## config.mk

```make
export PLATFORM = sky130hd
export DESIGN_NAME = ecc_err_log
export DESIGN_NICKNAME = d
export VERILOG_FILES = /design/src/rtl/ecc_log_pkg.sv /design/src/rtl/ecc_cnt_bank.sv /design/src/rtl/ecc_rec_capture.sv /design/src/rtl/ecc_err_log.sv
export SDC_FILE = /design/constraint.sdc
export NUM_CORES = 1
export LEC_CHECK = 0
export ABC_AREA = 1
export BUFFER_PORTS_ARGS = -buffer_cell sky130_fd_sc_hd__buf_2
export CORE_ASPECT_RATIO = 1.1
export CORE_MARGIN = 3
export CORE_UTILIZATION = 30
export CTS_BUF_LIST = sky130_fd_sc_hd__clkbuf_4 sky130_fd_sc_hd__clkbuf_8
export DETAILED_ROUTE_END_ITERATION = 10
export PLACE_DENSITY_LB_ADDON = 0.15
export SYNTH_ARGS = -nofsm -noshare
export SYNTH_HDL_FRONTEND = slang
export SYNTH_SLANG_ARGS = --single-unit
```

## constraint.sdc

```tcl
create_clock -name clk -period 7.2 [get_ports clk]
set_clock_uncertainty 0.15 [all_clocks]
set_input_delay 0.72 -clock clk [delete_from_list [all_inputs] [get_ports clk]]
set_output_delay 0.72 -clock clk [all_outputs]
set_load 0.005 [all_outputs]
```

## src/rtl/ecc_log_pkg.sv

```systemverilog
package ecc_log_pkg;

    typedef enum logic {
        ERR_CE = 1'b0,
        ERR_UE = 1'b1
    } err_kind_e;

    localparam int REG_AW = 5;
    localparam int REG_DW = 32;

    localparam logic [REG_AW-1:0] A_CTRL      = 5'h00;
    localparam logic [REG_AW-1:0] A_CMD       = 5'h01;
    localparam logic [REG_AW-1:0] A_STAT      = 5'h02;
    localparam logic [REG_AW-1:0] A_INFO      = 5'h03;
    localparam logic [REG_AW-1:0] A_PAGE      = 5'h04;
    localparam logic [REG_AW-1:0] A_OFFS      = 5'h05;
    localparam logic [REG_AW-1:0] A_SYND      = 5'h06;
    localparam logic [REG_AW-1:0] A_CYC       = 5'h07;
    localparam logic [REG_AW-1:0] A_DIMM_BASE = 5'h08;
    localparam logic [REG_AW-1:0] A_SLOT_BASE = 5'h18;

    // Both counts of one pair in one word: corrected low, uncorrectable high.
    function automatic logic [REG_DW-1:0] pack_pair(input logic [15:0] ce,
                                                    input logic [15:0] ue);
        return {ue, ce};
    endfunction

endpackage

```

## src/rtl/ecc_cnt_bank.sv

```systemverilog
module ecc_cnt_bank #(
    parameter int N     = 9,
    parameter int IDX_W = 4,
    parameter int CNT_W = 16
) (
    input  logic               clk,
    input  logic               rst,
    input  logic               clr,
    input  logic               inc_en,
    input  logic [IDX_W-1:0]   inc_idx,
    input  logic               inc_ue,
    output logic [N*CNT_W-1:0] ce_flat,
    output logic [N*CNT_W-1:0] ue_flat
);
    localparam logic [CNT_W-1:0] TOP = {CNT_W{1'b1}};

    for (genvar i = 0; i < N; i++) begin : g_pair
        logic [CNT_W-1:0] ce_q, ue_q;
        logic             hit;

        assign hit = inc_en && (inc_idx == IDX_W'(i));

        always_ff @(posedge clk) begin
            if (rst || clr) begin
                ce_q <= '0;
                ue_q <= '0;
            end else if (hit) begin
                if (inc_ue) begin
                    if (ue_q != TOP) ue_q <= ue_q + 1'b1;
                end else begin
                    if (ce_q != TOP) ce_q <= ce_q + 1'b1;
                end
            end
        end

        assign ce_flat[i*CNT_W +: CNT_W] = ce_q;
        assign ue_flat[i*CNT_W +: CNT_W] = ue_q;
    end
endmodule

```

## src/rtl/ecc_rec_capture.sv

```systemverilog
module ecc_rec_capture #(
    parameter int PAGE_W = 20,
    parameter int OFF_W  = 12,
    parameter int SYN_W  = 8,
    parameter int ROW_W  = 3,
    parameter int CH_W   = 2,
    parameter int SL_W   = 2
) (
    input  logic              clk,
    input  logic              rst,
    input  logic              log_ce,
    input  logic              log_ue,
    input  logic [SYN_W-1:0]  in_syn,
    input  logic [PAGE_W-1:0] in_page,
    input  logic [OFF_W-1:0]  in_off,
    input  logic [ROW_W-1:0]  in_row,
    input  logic [CH_W-1:0]   in_chan,
    input  logic [SL_W-1:0]   in_slot,
    input  logic [1:0]        pend_clr,
    output logic [1:0]        pend,
    output ecc_log_pkg::err_kind_e rec_kind,
    output logic [SYN_W-1:0]  rec_syn,
    output logic [PAGE_W-1:0] rec_page,
    output logic [OFF_W-1:0]  rec_off,
    output logic [ROW_W-1:0]  rec_row,
    output logic [CH_W-1:0]   rec_chan,
    output logic [SL_W-1:0]   rec_slot
);
    import ecc_log_pkg::*;

    logic ue_locked, take;

    assign ue_locked = (rec_kind == ERR_UE) && pend[1];
    assign take      = log_ue || (log_ce && !ue_locked);

    always_ff @(posedge clk) begin
        if (rst) begin
            pend <= '0;
        end else begin
            pend <= (pend & ~pend_clr) | {log_ue, log_ce};
        end
    end

    always_ff @(posedge clk) begin
        if (rst) begin
            rec_kind <= ERR_CE;
            rec_syn  <= '0;
            rec_page <= '0;
            rec_off  <= '0;
            rec_row  <= '0;
            rec_chan <= '0;
            rec_slot <= '0;
        end else if (take) begin
            rec_kind <= log_ue ? ERR_UE : ERR_CE;
            rec_syn  <= in_syn;
            rec_page <= in_page;
            rec_off  <= in_off;
            rec_row  <= in_row;
            rec_chan <= in_chan;
            rec_slot <= in_slot;
        end
    end
endmodule

```

## src/rtl/ecc_err_log.sv

```systemverilog
module ecc_err_log #(
    parameter int NUM_CH   = 3,
    parameter int SLOTS    = 3,
    parameter int CNT_W    = 16,
    parameter int PAGE_W   = 20,
    parameter int OFF_W    = 12,
    parameter int SYN_W    = 8,
    parameter int ROW_W    = 3,
    parameter int CYC_W    = 32,
    localparam int CH_W    = (NUM_CH > 1) ? $clog2(NUM_CH) : 1,
    localparam int SL_W    = (SLOTS > 1) ? $clog2(SLOTS) : 1
) (
    input  logic              clk,
    input  logic              rst,
    input  logic              ev_valid,
    input  logic              ev_uncorr,
    input  logic [SYN_W-1:0]  ev_syndrome,
    input  logic [PAGE_W-1:0] ev_page,
    input  logic [OFF_W-1:0]  ev_offset,
    input  logic [ROW_W-1:0]  ev_row,
    input  logic [CH_W-1:0]   ev_chan,
    input  logic [SL_W-1:0]   ev_slot,
    input  logic              reg_wr,
    input  logic [4:0]        reg_addr,
    input  logic [31:0]       reg_wdata,
    output logic [31:0]       reg_rdata,
    output logic              irq
);
    import ecc_log_pkg::*;

    localparam int NUM_DIMM = NUM_CH * SLOTS;
    localparam int DIDX_W   = (NUM_DIMM > 1) ? $clog2(NUM_DIMM) : 1;

    // Software side decode
    logic wr_ctrl, cmd_clr;
    logic [1:0] pend_clr;
    assign wr_ctrl  = reg_wr && (reg_addr == A_CTRL);
    assign cmd_clr  = reg_wr && (reg_addr == A_CMD) && reg_wdata[0];
    assign pend_clr = (reg_wr && (reg_addr == A_STAT)) ? reg_wdata[1:0] : 2'b00;

    logic unused_wdata;
    assign unused_wdata = ^reg_wdata[31:2];

    logic [1:0] log_en;   // bit0 corrected, bit1 uncorrectable
    always_ff @(posedge clk) begin
        if (rst)          log_en <= '0;
        else if (wr_ctrl) log_en <= reg_wdata[1:0];
    end

    // Time since the last counter reset
    logic [CYC_W-1:0] cyc_q;
    always_ff @(posedge clk) begin
        if (rst || cmd_clr) cyc_q <= '0;
        else                cyc_q <= cyc_q + 1'b1;
    end

    // Event location
    logic              loc_ok;
    logic [DIDX_W-1:0] dimm_idx;
    assign loc_ok   = (32'(ev_chan) < NUM_CH) && (32'(ev_slot) < SLOTS);
    assign dimm_idx = DIDX_W'(ev_chan) * DIDX_W'(SLOTS) + DIDX_W'(ev_slot);

    logic [NUM_DIMM*CNT_W-1:0] dimm_ce, dimm_ue;
    logic [SLOTS*CNT_W-1:0]    slot_ce, slot_ue;

    ecc_cnt_bank #(.N(NUM_DIMM), .IDX_W(DIDX_W), .CNT_W(CNT_W)) u_dimm_bank (
        .clk     (clk),
        .rst     (rst),
        .clr     (cmd_clr),
        .inc_en  (ev_valid && loc_ok),
        .inc_idx (dimm_idx),
        .inc_ue  (ev_uncorr),
        .ce_flat (dimm_ce),
        .ue_flat (dimm_ue)
    );

    ecc_cnt_bank #(.N(SLOTS), .IDX_W(SL_W), .CNT_W(CNT_W)) u_slot_bank (
        .clk     (clk),
        .rst     (rst),
        .clr     (cmd_clr),
        .inc_en  (ev_valid && loc_ok),
        .inc_idx (ev_slot),
        .inc_ue  (ev_uncorr),
        .ce_flat (slot_ce),
        .ue_flat (slot_ue)
    );

    // Record and pending status
    logic [1:0]        pend;
    err_kind_e         rec_kind;
    logic [SYN_W-1:0]  rec_syn;
    logic [PAGE_W-1:0] rec_page;
    logic [OFF_W-1:0]  rec_off;
    logic [ROW_W-1:0]  rec_row;
    logic [CH_W-1:0]   rec_chan;
    logic [SL_W-1:0]   rec_slot;
    logic              rec_ue;

    ecc_rec_capture #(
        .PAGE_W(PAGE_W), .OFF_W(OFF_W), .SYN_W(SYN_W),
        .ROW_W(ROW_W), .CH_W(CH_W), .SL_W(SL_W)
    ) u_rec (
        .clk      (clk),
        .rst      (rst),
        .log_ce   (ev_valid && !ev_uncorr && log_en[0]),
        .log_ue   (ev_valid &&  ev_uncorr && log_en[1]),
        .in_syn   (ev_syndrome),
        .in_page  (ev_page),
        .in_off   (ev_offset),
        .in_row   (ev_row),
        .in_chan  (ev_chan),
        .in_slot  (ev_slot),
        .pend_clr (pend_clr),
        .pend     (pend),
        .rec_kind (rec_kind),
        .rec_syn  (rec_syn),
        .rec_page (rec_page),
        .rec_off  (rec_off),
        .rec_row  (rec_row),
        .rec_chan (rec_chan),
        .rec_slot (rec_slot)
    );

    assign rec_ue = (rec_kind == ERR_UE);
    assign irq    = |pend;

    // Read mux
    always_comb begin
        reg_rdata = '0;
        case (reg_addr)
            A_CTRL: reg_rdata = 32'(log_en);
            A_STAT: reg_rdata = 32'(pend);
            A_INFO: reg_rdata = 32'(rec_ue) | (32'(rec_chan) << 4)
                              | (32'(rec_slot) << 8) | (32'(rec_row) << 16);
            A_PAGE: reg_rdata = 32'(rec_page);
            A_OFFS: reg_rdata = 32'(rec_off);
            A_SYND: reg_rdata = 32'(rec_syn);
            A_CYC:  reg_rdata = 32'(cyc_q);
            default: begin
                for (int i = 0; i < NUM_DIMM; i++) begin
                    if (reg_addr == A_DIMM_BASE + 5'(i))
                        reg_rdata = pack_pair(16'(dimm_ce[i*CNT_W +: CNT_W]),
                                              16'(dimm_ue[i*CNT_W +: CNT_W]));
                end
                for (int k = 0; k < SLOTS; k++) begin
                    if (reg_addr == A_SLOT_BASE + 5'(k))
                        reg_rdata = pack_pair(16'(slot_ce[k*CNT_W +: CNT_W]),
                                              16'(slot_ue[k*CNT_W +: CNT_W]));
                end
            end
        endcase
    end
endmodule

```

==> results of run 1 <==
## kinds of logic after synthesis
group,share of synthesized area (%)
DFF,33.5
buffers and inverters,9.21
adders and majority gates,1.40
xor gates and xnor gates,6.51
and+or+nand+nor,38.6
AOI/OAI and AO/OA,10.8
## power groups by stage
stage	clock network [W]	logic, W	registers (W)
after global placement	0	0.000251	0.00267
final	0.00305	0.000249	0.00261
after global routing	0.00326	0.000275	0.00261
after detailed placement	0	0.000252	0.00267
after floorplan	0	0.000153	0.00266
after CTS	0.00314	0.000253	0.00261
## sequential cells by signal, summed over array words and instances (netlist names), 2 cells and up
register	flops
u_dimm_bank.g_pair.ce_q	144
u_dimm_bank.g_pair.ue_q	144
u_slot_bank.g_pair.ce_q	48
u_slot_bank.g_pair.ue_q	48
cyc_q	32
u_rec.rec_page	20
u_rec.rec_off	12
u_rec.rec_syn	8
u_rec.rec_row	3
log_en	2
u_rec.pend	2
u_rec.rec_chan	2
u_rec.rec_slot	2
## critical path, delay by kind of cell
kind / cells / cell delay, ns
and+or+nand+nor: 8 / 2.37
buffers and inverters: 4 / 0.85
## cells in the mapped netlist (all sizes together)
| cell type | count | area, sq um |
|---|---|---|
| nand2 | 1238 | 4660 |
| inv | 474 | 1780 |
| dfxtp | 468 | 9370 |
| nor2 | 449 | 1740 |
| a21oi | 375 | 1880 |
| nand3 | 304 | 1550 |
| nor3 | 175 | 921 |
| nand4 | 163 | 1020 |
| xor2 | 161 | 1410 |
| o21ai | 140 | 701 |
| buf | 102 | 553 |
| nor4 | 68 | 495 |
| clkbuf | 61 | 229 |
| xnor2 | 47 | 412 |
| ha | 28 | 350 |
| nor3b | 26 | 195 |
| and3 | 22 | 138 |
| a31oi | 17 | 121 |
| a221oi | 11 | 96.3 |
| a211oi | 10 | 75.1 |
| o21a | 9 | 67.6 |
| or2 | 8 | 50.1 |
| clkinv | 4 | 15.0 |
| a22o | 2 | 17.5 |
| fa | 2 | 40.0 |
| nand3b | 2 | 15.0 |
| o2111ai | 2 | 17.5 |
| a21o | 1 | 7.51 |
| a22oi | 1 | 7.51 |
| a311oi | 1 | 8.76 |
| o211ai | 1 | 7.51 |
| o21bai | 1 | 7.51 |
| o22ai | 1 | 6.26 |
| o2bb2ai | 1 | 8.76 |
## final cells by class
class | instances | area, sq um | share of cell area [%]
clock inverters | 19 | 189 | 0.600
clock buffers | 147 | 1900 | 6.05
repair buffers | 111 | 618 | 1.96
diodes | 1 | 2.50 | 0.00795
multi-input cells | 3266 | 16100 | 51.0
inverters | 478 | 1800 | 5.72
flip-flops and latches | 468 | 9370 | 29.8
well taps | 1239 | 1550 | 4.92
## how the worst min path moves through the flow
| stage | startpoint | endpoint | slack [ns] | depth (start not counted) |
|---|---|---|---|---|
| detailed placement | u_rec.rec_syn[2] | u_rec.rec_syn[2] | 0.30 | 2 |
| global placement | u_rec.rec_chan[0] | u_rec.rec_chan[0] | 0.30 | 2 |
| global route | ev_page[4] | u_rec.rec_page[4] | 0.07 | 3 |
| finish | ev_syndrome[4] | u_rec.rec_syn[4] | 0.11 | 3 |
| CTS | ev_syndrome[4] | u_rec.rec_syn[4] | 0.04 | 3 |
| floorplan | u_rec.rec_off[11] | u_rec.rec_off[11] | 0.29 | 2 |
## layer usage
layer	global-route usage [%]	routed length [microns]	up-vias
met4	6.05	2980	2
met1	26.2	45900	13200
met2	32.3	45000	525
met5	0	13	-
li1	-	-	14400
met3	2.98	4330	156
## metrics by stage
stage	utilization [%]	instance area (sq um)	power, W	setup slack, ns	instances
floorplan	-	28000	0.00282	3.95	4375
global placement	32.0	29400	0.00292	2.33	5562
detailed placement	32.0	29400	0.00292	2.34	5562
CTS	34.3	31500	0.00601	2.33	5728
global route	34.3	31500	0.00614	2.12	5729
finish	34.3	31500	0.00591	2.37	5729
==> flow_metrics.tcl, run 1 <==
set metrics [dict create \
    clkSlewWorstSetupHoldPaths_ns 0.06 \
    synthCells 4375 \
    p_seq_share_pct 44.2 \
    leakagePower_nw 10.6 \
    wire_per_inst_microns 17.1 \
    drc_errors 0 \
    min_path_type "in2reg" \
    grt_pass1_vias 26500 \
    antenna_left 0 \
    fmax_ghz 0.207 \
    postCtsSetupBuffers 0 \
    final.period_utilization_pct 67.1 \
    start_util_pct 30.5 \
    hold_violations 0 \
    syn_avg_cell_area_sq_um 6.39 \
    critPathLaunchType "input port" \
    drtIter0Drc 1842 \
    cp_max_fo 15 \
    vdd_drop_max_mv 0.0997 \
    fp-row-count 116 \
    critPathSlowestCell "nor2_2" \
    cts_tree "done" \
    p_sw_w 0.00147 \
    htree_levels 3 \
    cts.sinks 468 \
    place_congestion 0.870 \
    antenna_found_initial 3 \
    arrival_ns 3.96 \
    clkPwrFrac_pct 51.6 \
    cp.required_ns 6.33 \
    vias 28300 \
    slew_headroom_pct 19.7 \
    drive_above_1_share_pct 7.69 \
    wirelength_microns 98200 \
    status "finished, final reports clean" \
    timing.setup.tns_ns 0 \
    cap_violations 0 \
    cp_common_cell "nand2_1" \
    core-area_sq_mm 0.0917 \
    synth_area_sq_mm 0.0280 \
    layout_commonest_cell "nand2_1" \
    n_fill_cell 10400 \
    io_pins 122 \
    crit_path_cell_trace "buf_2 > inv_1 > nand2_1 > nor2_2 > nand2_1 > clkinv_1 > nand2_1 > nand2_1 > nand4_1 > nor2_1 > nand3_1 > buf_2" \
    dr.pass1.iters 7 \
    cts_buffer_depth 3 \
    finalCriticalPeriod_ns 4.83 \
    insertion_delay_ns 0.72 \
    holdWs_ns 0.109 \
    grt_first_pass_wirelength_microns 152000 \
    die_width_microns 297 \
    die_area_sq_mm 0.0969 \
    cp-startpoint "reg_addr[0]" \
    drv_slew 0 \
    seq_area_frac_synth_pct 33.5 \
    r2r_cells 9 \
    end_kind "output pin" \
    r2r_setup_slack_ns 4.27 \
    p_int_w 0.00444 \
    synthDistinctLibCells 49 \
    hold_buffers 0 \
    area_delta_synth_final_pct 12.6 \
    r2r_end "u_dimm_bank.g_pair[3].ce_q[6]" \
    final_cell_mix "nand2_1 (1,231), dfxtp_1 (468), inv_1 (458), nor2_1 (430), a21oi_1 (375)" \
    dp_hpwl_microns 72500 \
    syn-num-nets 4494 \
    power.density_mw_per_mm2 188 \
    setup_violations 0 \
    via_per_inst 4.93 \
    critPathKind "in2out" \
    reg2reg_from "u_dimm_bank.g_pair[3].ce_q[1]" \
    p_sw_share_pct 24.9 \
    grt_max_degree 131 \
    rsz0062_at_grt "no" \
    cts-root-buf "clkbuf_8" \
    port_buffers 91 \
    comb_power_share_pct 4.2 \
    gr-total-overflow 0 \
    tightest_slew_ns 1.20 \
    track_usage_pct 19.5 \
    cts-resized-gates 0 \
    layout.nets 4536 \
    synth_seq_cells 468 \
    worstSetupEndpoint "reg_rdata[30]" \
    cpPeakStageDelay_ns 0.73 \
    dieHeight_microns 326 \
    cts_made_buffers 92 \
    yosysWarnings 0 \
]
(Power assumes the default switching activity.)
==> run 2, diff against run 1 <==
==> constraint.sdc (replaced) <==
create_clock -name clk -period 4.8 [get_ports clk]
set_clock_uncertainty 0.15 [all_clocks]
set_input_delay 0.48 -clock clk [delete_from_list [all_inputs] [get_ports clk]]
set_output_delay 0.48 -clock clk [all_outputs]
set_load 0.005 [all_outputs]
==> run 2 against run 1 <==
Effect of this change:
- final area up 1.7%
- worst setup slack worse by 1.5 ns
- first-iteration DRC count down 6.4%
- largest cell class unchanged
- cell count up 1.3%
- via count up 0.67%
- clock-buffer cell count down 3
- largest power group unchanged
- wire length up 1.2%
==> flow_metrics.tcl, run 2 (same netlist as run 1, synthesis figures left out) <==
set metrics [dict create \
    track_usage_pct 20.0 \
    cts.sinks 468 \
    p_int_w 0.00634 \
    clkPwrFrac_pct 48.9 \
    dp_hpwl_microns 73600 \
    reg2reg_from "u_slot_bank.g_pair[0].ce_q[0]" \
    grt_pass1_vias 27400 \
    drc_errors 0 \
    top_regs "u_dimm_bank.g_pair.ce_q x144, u_dimm_bank.g_pair.ue_q x144" \
    p_seq_share_pct 46.1 \
    drtIter0Drc 1725 \
    worstHoldStart "ev_valid" \
    gr-total-overflow 0 \
    drv_slew 0 \
    fmax_ghz 0.255 \
    cts_made_buffers 90 \
    critPathLaunchType "input port" \
    p_sw_w 0.00215 \
    grt_first_pass_wirelength_microns 156000 \
    min_path_cells 3 \
    die_width_microns 297 \
    wirelength_microns 99400 \
    r2r_end "u_slot_bank.g_pair[0].ce_q[8]" \
    grt_max_degree 87 \
    via_per_inst 4.90 \
    dr.pass1.iters 6 \
    power.density_mw_per_mm2 265 \
    p_sw_share_pct 25.3 \
    drive_above_1_share_pct 8.07 \
    core-area_sq_mm 0.0917 \
    arrival_ns 3.28 \
    setup_violations 0 \
    placed_area_sq_mm 0.0297 \
    layout_commonest_cell "nand2_1" \
    tightest_slew_ns 1.24 \
    insertion_delay_ns 0.70 \
    final_area_sq_mm 0.0320 \
    fin_util_pct 34.9 \
    critPathKind "in2out" \
    hold_violations 0 \
    cp.required_ns 4.17 \
    io_pins 122 \
    place_congestion 0.874 \
    vias 28500 \
    cts-root-buf "clkbuf_8" \
    cts_tree "done" \
    dieHeight_microns 326 \
    status "finished, final reports clean" \
    hold_path_end "u_rec.pend[0]" \
    area_delta_synth_final_pct 14.6 \
    die_area_sq_mm 0.0969 \
    cts_buffer_depth 3 \
    finalCriticalPeriod_ns 3.91 \
    slew_headroom_pct 17.1 \
    final_cell_mix "nand2_1 (1,231), dfxtp_1 (468), inv_1 (458), nor2_1 (430), a21oi_1 (375)" \
    min_path_type "in2reg" \
    port_buffers 91 \
    start_util_pct 30.5 \
    timing.setup.tns_ns 0 \
    dpl.cell_count 5598 \
    fp-row-count 116 \
    comb_power_share_pct 5.0 \
    clkSlewWorstSetupHoldPaths_ns 0.06 \
    holdWs_ns 0.0688 \
    cp_max_fo 11 \
    r2r_cells 9 \
    r2r_setup_slack_ns 2.10 \
    wire_per_inst_microns 17.1 \
    htree_levels 3 \
    cap_violations 0 \
    antenna_left 0 \
    rsz0062_at_grt "no" \
    vdd_drop_max_mv 0.188 \
    leakagePower_nw 10.9 \
    end_kind "output pin" \
    antenna_found_initial 4 \
    layout.nets 4620 \
    fin_cells 5804 \
    final.period_utilization_pct 81.6 \
]
[run 2: cell count changes in the layout (fill, tap and decap cells not counted), moves of 3 or more]
cell and change:
clkbuf_8 -17, buf_4 +34, clkinv_2 -7, clkbuf_4 +14, dlygate4sd3_1 +50, bufinv_16 -3
[run 2: power groups by stage]
stage                     Sequential, W  Combinational [W]  Clock [W]
final                           0.00392           0.000425    0.00415
after global placement          0.00400           0.000394          0
after floorplan                 0.00399           0.000230          0
after CTS                       0.00391           0.000427    0.00430
after detailed placement        0.00400           0.000395          0
after global routing            0.00391           0.000465    0.00447
[run 2: metrics by stage]
stage,worst slack [ns],power (W)
after floorplan,1.79,0.00422
after global placement,0.875,0.00439
after detailed placement,0.882,0.00439
after CTS,0.936,0.00864
after global routing,0.802,0.00885
final,0.885,0.00849
[run 2: worst max-delay path by stage]
stage                     start                             end  slack (ns)  cells past startpoint
floorplan            ev_chan[0]   u_dimm_bank.g_pair[3].ue_q[2]        1.79                     13
global placement     ev_chan[0]  u_dimm_bank.g_pair[1].ue_q[12]        0.88                     14
detailed placement   ev_chan[0]  u_dimm_bank.g_pair[1].ue_q[10]        0.88                     14
CTS                 reg_addr[0]                    reg_rdata[3]        0.94                     15
global route        reg_addr[0]                    reg_rdata[2]        0.80                     15
finish              reg_addr[0]                    reg_rdata[1]        0.89                     15
[run 2: timing repair]
action | in CTS | in global routing
hold buffers | 50 | 0
gates resized for setup | 0 | 0
endpoints found under the setup margin | 0 | 0
setup buffers | 0 | 0
endpoints found under the hold margin | 49 | 0
[run 2: critical path: stages]
cell and delay [ns]:
buf_2 0.15, inv_1 0.07, nand2_1 0.15, nor2_2 0.06, buf_4 0.20, nand2_1 0.41, buf_4 0.28, nor2_1 0.06
nor2_1 0.17, nand4_1 0.29, nand2_1 0.25, nand4_1 0.17, nor2_1 0.21, nand3_1 0.14, buf_2 0.18
[run 2: final cells by class]
class                   count  area (sq um)
multi-input cells        3266         16100
clock buffers             144          1780
flip-flops and latches    468          9370
clock inverters             9          65.1
inverters                 478          1800
diodes                      3          7.51
fillers                 10300         59700
repair buffers            197          1410
well taps                1239          1550
[run 2: per-layer routing]
metal,up-vias,part of all wire [%],track usage [%]
li1,14600,-,-
met1,13200,45,26.0
met2,585,48,34.5
met3,118,4.9,2.63
met4,2,2.3,6.04
met5,-,0.013,0
==> run 3, diff against run 2 <==
==> constraint.sdc (replaced) <==
create_clock -name clk -period 3.4 [get_ports clk]
set_clock_uncertainty 0.15 [all_clocks]
set_input_delay 0.34 -clock clk [delete_from_list [all_inputs] [get_ports clk]]
set_output_delay 0.34 -clock clk [all_outputs]
set_load 0.005 [all_outputs]
==> run 3 against run 2 <==
Effect of this change:
- sequential share of layout area is 0.88 points lower
- sequential power is 41% higher
- critical path depth is 1 higher
- worst hold slack better by 0.039 ns
- critical path type is now in2reg
- critical endpoint is now u_dimm_bank.g_pair[8].ce_q[12]
- wire length up 0.55%
==> flow_metrics.tcl, run 3 (same netlist as run 1, synthesis figures left out) <==
set metrics [dict create \
    status "finished, final reports clean" \
    grt_first_pass_wirelength_microns 157000 \
    io_pins 122 \
    fin_util_pct 36.0 \
    drive_above_1_share_pct 10.1 \
    grt_pass1_vias 27500 \
    final_cell_mix "nand2_1 (1,231), dfxtp_1 (468), inv_1 (456), nor2_1 (428), a21oi_1 (375)" \
    drc_errors 0 \
    drv_slew 0 \
    power_w 0.0123 \
    vdd_drop_max_mv 0.258 \
    ff_latch_area_sq_mm 0.00937 \
    r2r_cells 10 \
    die_area_sq_mm 0.0969 \
    antenna_found_initial 3 \
    grt_max_degree 73 \
    insertion_delay_ns 0.71 \
    place_congestion 0.879 \
    power.density_mw_per_mm2 372 \
    clkSlewWorstSetupHoldPaths_ns 0.06 \
    start_util_pct 30.5 \
    end_kind "flip-flop" \
    cts-root-buf "clkbuf_8" \
    top_regs "u_dimm_bank.g_pair.ce_q x144, u_dimm_bank.g_pair.ue_q x144" \
    final_area_sq_mm 0.0330 \
    htree_levels 3 \
    hold_violations 0 \
    core-area_sq_mm 0.0917 \
    fmax_ghz 0.304 \
    cts_buffer_depth 3 \
    placed_area_sq_mm 0.0305 \
    reg2reg_from "cyc_q[5]" \
    layout.nets 4713 \
    critPathKind "in2reg" \
    dp_hpwl_microns 75000 \
    track_usage_pct 20.1 \
    min_path_type "in2reg" \
    die_width_microns 297 \
    min_path_cells 5 \
    postCtsSetupBuffers 0 \
    wirelength_microns 99900 \
    finalCriticalPeriod_ns 3.29 \
    gr-total-overflow 0 \
    antenna_left 0 \
    r2r_end "cyc_q[30]" \
    hold_path_end "u_rec.pend[0]" \
    timing.setup.tns_ns 0 \
    dr.pass1.iters 5 \
    cap_violations 0 \
    vias 28700 \
    drtIter0Drc 1960 \
    port_buffers 91 \
    multiInputGateArea_sq_mm 0.0161 \
    worstHoldStart "reg_addr[3]" \
    fp-row-count 116 \
    cp_max_fo 6 \
    n_fill_cell 10300 \
    layout_commonest_cell "nand2_1" \
    slew_headroom_pct 45.6 \
    rsz0062_at_grt "yes" \
    arrival_ns 3.78 \
    cts.sinks 468 \
    leakagePower_nw 11.5 \
    dieHeight_microns 326 \
    cts_made_buffers 92 \
    setup_violations 0 \
    final.period_utilization_pct 96.8 \
    cp.required_ns 3.89 \
    r2r_setup_slack_ns 0.90 \
    via_per_inst 4.86 \
    tightest_slew_ns 0.808 \
    wire_per_inst_microns 16.9 \
    critPathLaunchType "input port" \
    area_delta_synth_final_pct 18.1 \
    cts_tree "done" \
]
==> run 3: timing repair <==
item,4_1_cts,5_1_grt
hold endpoints to repair,52,0
resized for setup,0,5
endpoints found under the setup margin,0,15
hold buffers,52,0
==> run 3: per-stage QoR <==
stage                     hold slack [ns]  setup WS (ns)  std cells
final                               0.108          0.109       5904
after global routing                0.102        -0.0117       5902
after CTS                          0.0249         0.0476       5900
after detailed placement            0.302         -0.184       5687
after global placement              0.302         -0.236       5687
after floorplan                     0.290          0.528       4375
==> run 3: metal layers <==
| layer | up-vias | part of all wire, % | track usage [%] |
|---|---|---|---|
| met5 | - | 0 | 0 |
| met4 | 0 | 2.6 | 6.20 |
| met3 | 135 | 3.8 | 2.28 |
| met2 | 518 | 47 | 34.6 |
| met1 | 13200 | 46 | 26.5 |
| li1 | 14800 | - | - |
==> run 3: area by class of cell <==
class	instances	share of cell area, %
clock inverter	9	0.189
antenna	4	0.0303
timing repair buffer	288	6.86
clock buffer	152	5.77
inverter	478	5.46
tap	1239	4.69
multi-input combinational	3266	48.6
sequential	468	28.4
==> run 3: worst max path at each step <==
| stage | startpoint | to | slack, ns | depth (start not counted) |
|---|---|---|---|---|
| 6_report | ev_slot[1] | u_dimm_bank.g_pair[8].ce_q[12] | 0.11 | 16 |
| 5_1_grt | ev_slot[1] | u_dimm_bank.g_pair[3].ue_q[3] | -0.01 | 17 |
| 4_1_cts | ev_slot[1] | u_dimm_bank.g_pair[1].ue_q[12] | 0.05 | 15 |
| 3_5_place_dp | ev_chan[1] | u_dimm_bank.g_pair[1].ue_q[12] | -0.18 | 14 |
| 3_3_place_gp | ev_chan[1] | u_dimm_bank.g_pair[1].ue_q[6] | -0.24 | 15 |
| 2_1_floorplan | ev_chan[0] | u_dimm_bank.g_pair[3].ue_q[2] | 0.53 | 13 |
==> run 3: where the power goes <==
part | switching (W) | internal, W | total (W)
clock | 0.00261 | 0.00351 | 0.00612
combinational | 0.000439 | 0.000212 | 0.000652
sequential | 0.0000230 | 0.00551 | 0.00553
==> run 3: worst max-delay path: stages <==
cell and delay [ns]:
dlygate4sd3_1 0.57, buf_2 0.15, fa_1 0.48, ha_1 0.14, inv_1 0.05, fa_1 0.54
inv_1 0.11, nor4_1 0.38, buf_4 0.19, nand3_1 0.07, buf_4 0.16, nor2_2 0.21
nand3_1 0.16, nand2_1 0.09, nand2_1 0.04, nor2_1 0.08
